$ cat src/rtl/sipo_latch_pkg.sv
package sipo_latch_pkg;
  localparam int SR_DEF_WIDTH = 8;
  localparam int SR_NUM_STB   = 2;
  typedef enum logic {STB_SHIFT = 1'b0, STB_LATCH = 1'b1} stb_idx_e;
endpackage

$ cat src/rtl/sr_edge_detect.sv
module sr_edge_detect #(
  parameter int N = 2
) (
  input  logic         clk,
  input  logic [N-1:0] lvl,
  output logic [N-1:0] rise
);
  logic [N-1:0] prev;

  for (genvar g = 0; g < N; g++) begin : g_stb
    always_ff @(posedge clk) prev[g] <= lvl[g];
    assign rise[g] = lvl[g] & ~prev[g];
  end
endmodule

$ cat src/rtl/sr_shift_chain.sv
module sr_shift_chain #(
  parameter int WIDTH = 8
) (
  input  logic             clk,
  input  logic             rst,
  input  logic             step,
  input  logic             din,
  output logic [WIDTH-1:0] chain
);
  localparam int TOP = WIDTH - 1;

  always_ff @(posedge clk) begin
    if (rst)       chain <= '0;
    else if (step) chain <= {chain[TOP-1:0], din};
  end

  AST_CHAIN_CLEAR: assert property (@(posedge clk) rst |=> (chain == '0));
  AST_CHAIN_IDLE: assert property (@(posedge clk) disable iff (rst)
    !step |=> $stable(chain));
  AST_CHAIN_ENTRY: assert property (@(posedge clk) disable iff (rst)
    step |=> (chain[0] == $past(din)) && (chain[TOP:1] == $past(chain[TOP-1:0])));
endmodule

$ cat src/rtl/sr_hold_reg.sv
module sr_hold_reg #(
  parameter int WIDTH = 8
) (
  input  logic             clk,
  input  logic             rst,
  input  logic             load,
  input  logic [WIDTH-1:0] src,
  output logic [WIDTH-1:0] hold
);
  always_ff @(posedge clk) begin
    if (load) hold <= src;
  end

  AST_HOLD_KEEP: assert property (@(posedge clk) disable iff (rst)
    !load |=> $stable(hold));
  AST_HOLD_COPY: assert property (@(posedge clk) disable iff (rst)
    load |=> (hold == $past(src)));
endmodule

$ cat src/rtl/sr_out_stage.sv
module sr_out_stage #(
  parameter int WIDTH = 8
) (
  input  logic             clk,
  input  logic             rst,
  input  logic             en_n,
  input  logic [WIDTH-1:0] hold,
  output logic [WIDTH-1:0] pdata,
  output logic [WIDTH-1:0] pdrive
);
  always_ff @(posedge clk) begin
    if (en_n) begin
      pdata  <= '0;
      pdrive <= '0;
    end else begin
      pdata  <= hold;
      pdrive <= '1;
    end
  end

  AST_BUS_OFF: assert property (@(posedge clk) disable iff (rst)
    en_n |=> (pdrive == '0) && (pdata == '0));
  AST_BUS_ON: assert property (@(posedge clk) disable iff (rst)
    !en_n |=> (pdrive == '1) && (pdata == $past(hold)));
endmodule

$ cat src/rtl/sipo_latch_out.sv
module sipo_latch_out
  import sipo_latch_pkg::*;
#(
  parameter int WIDTH = SR_DEF_WIDTH
) (
  input  logic             clk,
  input  logic             rst,
  input  logic             shift_stb,
  input  logic             latch_stb,
  input  logic             ser_in,
  input  logic             out_en_n,
  output logic             ser_out,
  output logic [WIDTH-1:0] pdata,
  output logic [WIDTH-1:0] pdrive
);
  logic [SR_NUM_STB-1:0] stb_lvl, stb_rise;
  logic [WIDTH-1:0]      chain, hold;

  assign stb_lvl[STB_SHIFT] = shift_stb;
  assign stb_lvl[STB_LATCH] = latch_stb;

  sr_edge_detect #(.N(SR_NUM_STB)) u_edges (
    .clk(clk), .lvl(stb_lvl), .rise(stb_rise));

  sr_shift_chain #(.WIDTH(WIDTH)) u_chain (
    .clk(clk), .rst(rst), .step(stb_rise[STB_SHIFT]), .din(ser_in), .chain(chain));

  sr_hold_reg #(.WIDTH(WIDTH)) u_hold (
    .clk(clk), .rst(rst), .load(stb_rise[STB_LATCH]), .src(chain), .hold(hold));

  sr_out_stage #(.WIDTH(WIDTH)) u_out (
    .clk(clk), .rst(rst), .en_n(out_en_n), .hold(hold), .pdata(pdata), .pdrive(pdrive));

  assign ser_out = chain[WIDTH-1];

  AST_SOUT_KEEP: assert property (@(posedge clk) disable iff (rst)
    !stb_rise[STB_SHIFT] |=> $stable(ser_out));
  AST_SAME_EDGE: assert property (@(posedge clk) disable iff (rst)
    (stb_rise[STB_SHIFT] && stb_rise[STB_LATCH]) |=> (hold == $past(chain)));
endmodule

$ cat config.mk
export PLATFORM = sky130hd
export DESIGN_NAME = sipo_latch_out
export DESIGN_NICKNAME = d
export VERILOG_FILES = /design/src/rtl/sipo_latch_pkg.sv /design/src/rtl/sr_edge_detect.sv /design/src/rtl/sr_shift_chain.sv /design/src/rtl/sr_hold_reg.sv /design/src/rtl/sr_out_stage.sv /design/src/rtl/sipo_latch_out.sv
export SDC_FILE = /design/constraint.sdc
export NUM_CORES = 1
export LEC_CHECK = 0
export BUFFER_PORTS_ARGS = -buffer_cell sky130_fd_sc_hd__buf_2
export CAP_MARGIN = 10
export CORE_MARGIN = 2
export CORE_UTILIZATION = 53
export CTS_CLUSTER_SIZE = 16
export DETAILED_ROUTE_END_ITERATION = 12
export PLACE_DENSITY = 0.83
export RECOVER_POWER = 25
export SLEW_MARGIN = 0
export SYNTH_ARGS = -nofsm -noshare
export SYNTH_HDL_FRONTEND = slang
export SYNTH_SLANG_ARGS = --single-unit
export TNS_END_PERCENT = 1
$ cat constraint.sdc
create_clock -name clk -period 3.4 [get_ports clk]
set_clock_uncertainty 0.15 [all_clocks]
set_input_delay 0.51 -clock clk [delete_from_list [all_inputs] [get_ports clk]]
set_output_delay 0.51 -clock clk [all_outputs]
set_load 0.02 [all_outputs]
Yosys cells after proc, flatten, opt, wreduce, memory -nomap -nowiden

Index checks and enable logic that the tools add are counted.

Bits in registers: 34
Bits of input ports: 6
Output and inout bits: 17
Word-level logic and storage cells: 11

Muxes and demuxes: 1
Bitwise logic cells: 4

Operators with widths:

| kind             | count |
|---|---|
| 8-bit 2-to-1 mux | 1 |
| 1-bit AND        | 2 |
| 1-bit inverter   | 2 |

Depth between registers and ports, before layout

Depth after elaboration: 2
Gate-level depth with buffers: 3
Mapped depth without buffers: 2

By module

A second synthesis with hierarchy kept.

Cells, all modules: 63
Area, all modules: 879.6 µm²

By module, submodules not included:

| module         | times used | cells each | area an instance (µm²) | sequential area each (µm²) |
|---|---|---|---|---|
| sr_out_stage   | 1          | 25         | 286.5                  | 180.2 |
| sr_shift_chain | 1          | 26         | 285.3                  | 160.2 |
| sr_hold_reg    | 1          | 8          | 240.2                  | 240.2 |
| sr_edge_detect | 1          | 4          | 67.6                   | 40.0 |

Worst setup path after synthesis

Ideal clock, no wire load.

Path kind: input -> register
Start: input latch_stb
End: register u_hold.hold[0] (enable)
Library setup time: 0.373 ns
Arrival: 0.930 ns
Required time: 2.877 ns
Slack: 1.947 ns
Stages: 1
Path buffers: 0
Cells stage by stage: nor2b_1

Longest elaborated chain between the ends: 1

Ends and longest elaborated chain:

| element              | RTL line             | text |
|---|---|---|
| from (decl)          | sipo_latch_out.sv:9  | `input logic latch_stb,` |
| 1-bit AND            | sr_edge_detect.sv:12 | `assign rise[g] = lvl[g] & ~prev[g];` |
| to (signal assigned) | sr_hold_reg.sv:11    | `if (load) hold <= src;` |
| to (decl)            | sr_hold_reg.sv:8     | `output logic [WIDTH-1:0] hold` |

Every way passes these cells.
A chain may end at the register's enable or synchronous reset.

==> impl_results.md <==
* Status: finished clean
* Root buffer cell: clkbuf_4
* Part of the cycle the worst path needs at 0.463
* Initial DRC Count at 5
* Dominant cells by area after synthesis: dfxtp_1, edfxtp_1, mux2i_1
* Hold_ws at 0.158 ns
* Worst-Margin Slew at 0.566 ns
* Worst R2R Path Depth at 1
* First-pass GRT wire length at 1.53 mm
* Antenna Cells at 0
* Synth Flop Type: dfxtp_1
* Worst r2r src: u_edges.prev[1]
* Yosys warnings at 0
* Crit Path Max Fanout at 8
* Setup slack, reg-to-reg at 2.13 ns
* Worst path slowest cell: dfxtp_1
* Cts repair resizes at 0
* Gpl congestion at ~0.67
* Max frequency at 636 MHz
* Fillers at ~120
* Die span in x at about 45 um
* FFs w/ async S/R, synth at 0
* Total CTS buffers at 3
* Total power at 0.505 mW
* Max-slew violation count at 0
* Max incr delay on CP at 0.42 ns
* Top Ports at 23
* Total track usage at 0.108
* VDD IR max at 349 uV
* Pwr Density at 513 nW/um^2
* Hold Vio Cnt, Final at 0
* Synthesized instance count at 63
* CTS tree: done
* Final Core Density at 0.639
* Static leakage at 0.413 nW
* Initial Utilization at 0.580
* Share of the synthesized area in the top cell type at 0.425
* Critical Path AT at 0.91 ns
* Row count at 14
* Final TNS setup at 0 ns
* Synthesis-to-finish area growth at 10.1%
* Buffers & Inverters on Critical Path at 1
* Yosys reg bits at 27
* Clock sink count at 27
* Die height at 45.1 um
* Distinct cell type count after synthesis at 11
* Setup CP Type: flip-flop to output port
* Core area at 1540 sq um
* Routed Antenna Nets at 0
* Layout Nets at 88
* Count leader, synth: dfxtp_1
* Worst slew margin at 0.622
* Maxcap violations at 0
* Share of cells above drive strength 1 at 0.296
* Seq/Total Area, Yosys at 0.694
* EDFF count, synth at 8
* Biggest area consumer among synthesized cells: dfxtp_1
* Hold buffer count at cts at 0
* CP cell instances: buf_2
* Die Area at 2030 sq um
* Vias at 464
* Synth Area per Inst at between 10 and 15 sq um
* H-tree Lvls at 1
* Largest net degree at the start of global routing at 15
* Syn nets at 69
* CP Capture Type: output port
* DR WL/cell at 9.26 um
* Hold Crit Endpoint: u_edges.prev[1]
* WP data required at 2.74 ns
* Setup violators final at 0
* Setup Fix Bufs, Post-CTS at 0
* Worst reg2reg endpoint: u_hold.hold[4]
* Worst hold stages at 1
* Levels on crit path at 1
* Grt total ovfl at 0
* Unrepaired setup endpoints after global routing: false
* CTS max path bufs at 2
* Final Critical Period at around 1.6 ns
* CP startpoint kind: flip-flop
* WL final at 898 um
* DRT Pass-1 Iters at 3
* Class of the worst hold path: primary input to flip-flop
* Post-synthesis cell area at around 890 sq um
* Vias in the first global route at 385
* # DRC at 0
* Synth top cells by count: dfxtp_1, nor2b_1, edfxtp_1, nand2b_1
* Clock Latency Late Sink at approximately 0.31 ns
* Drt via density at around 4.8
* CTS clk-pin slew, worst paths at 0.12 ns
* IO Port Bufs at 22
* Top Family by Delay on Critical Path: flip-flops
* Initial antenna violation count at 0
* Hold Crit Start: latch_stb
[logic make-up after synthesis]
| family | synth area share |
|---|---|
| AND/OR/NAND/NOR | 0.147 |
| multiplexers | 0.0783 |
| AO/OA/AOI/OAI | 0.00559 |
| buffers and inverters | 0.0755 |
| flip-flops | 0.694 |
[placed cells by master, fill, tap and decap left out, types with 3 or more instances in the layout]
cell,n
dfxtp_1,19
clkbuf_1,3
edfxtp_1,8
mux2i_1,7
clkbuf_4,3
nand2b_1,8
buf_2,20
nor2b_1,9
[metal layers]
layer,track usage,vias to the layer above,routed length (um)
met5,0,-,0
met4,0.0176,0,0
met3,0.0600,0,101
met2,0.189,23,434
met1,0.115,205,362
li1,-,236,-
[metrics by stage]
stage / instances / setup WS [ns] / cell area, sq um
after floorplan: 63 / 1.95 / 895
after global placement: 93 / 1.81 / 961
after detailed placement: 93 / 1.80 / 961
after CTS: 97 / 1.80 / 987
after global routing: 97 / 1.75 / 985
final: 97 / 1.83 / 985
[sequential cells by signal, summed over array words and instances (netlist names)]
signal         flops
u_hold.hold        8
u_chain.chain      8
u_out.pdrive       1
u_out.pdata        8
u_edges.prev       2
[cell type report]
type / count / area (sq um) / area share
inverter: 1 / 3.75 / 0.00381
tap: 16 / 20.0 / 0.0203
timing repair buffer: 22 / 108 / 0.109
clock buffer: 4 / 26.3 / 0.0267
sequential: 27 / 621 / 0.630
multi-input combinational: 27 / 206 / 0.210
[power breakdown]
part / switching, mW / total (mW) / internal, mW
Combinational: 0.0216 / 0.0356 / 0.0139
Sequential: 0.00312 / 0.343 / 0.340
Clock: 0.0804 / 0.126 / 0.0458
[worst max path at each step]
stage	startpoint	end	slack (ns)
detailed placement	latch_stb	u_hold.hold[0]	1.80
global route	u_out.pdrive[6]	pdrive[5]	1.75
floorplan	latch_stb	u_hold.hold[0]	1.95
finish	u_out.pdrive[6]	pdrive[1]	1.83
CTS	u_out.pdrive[6]	pdrive[1]	1.80
global placement	latch_stb	u_hold.hold[0]	1.81
Note: power is estimated with default switching activity, not from simulation.
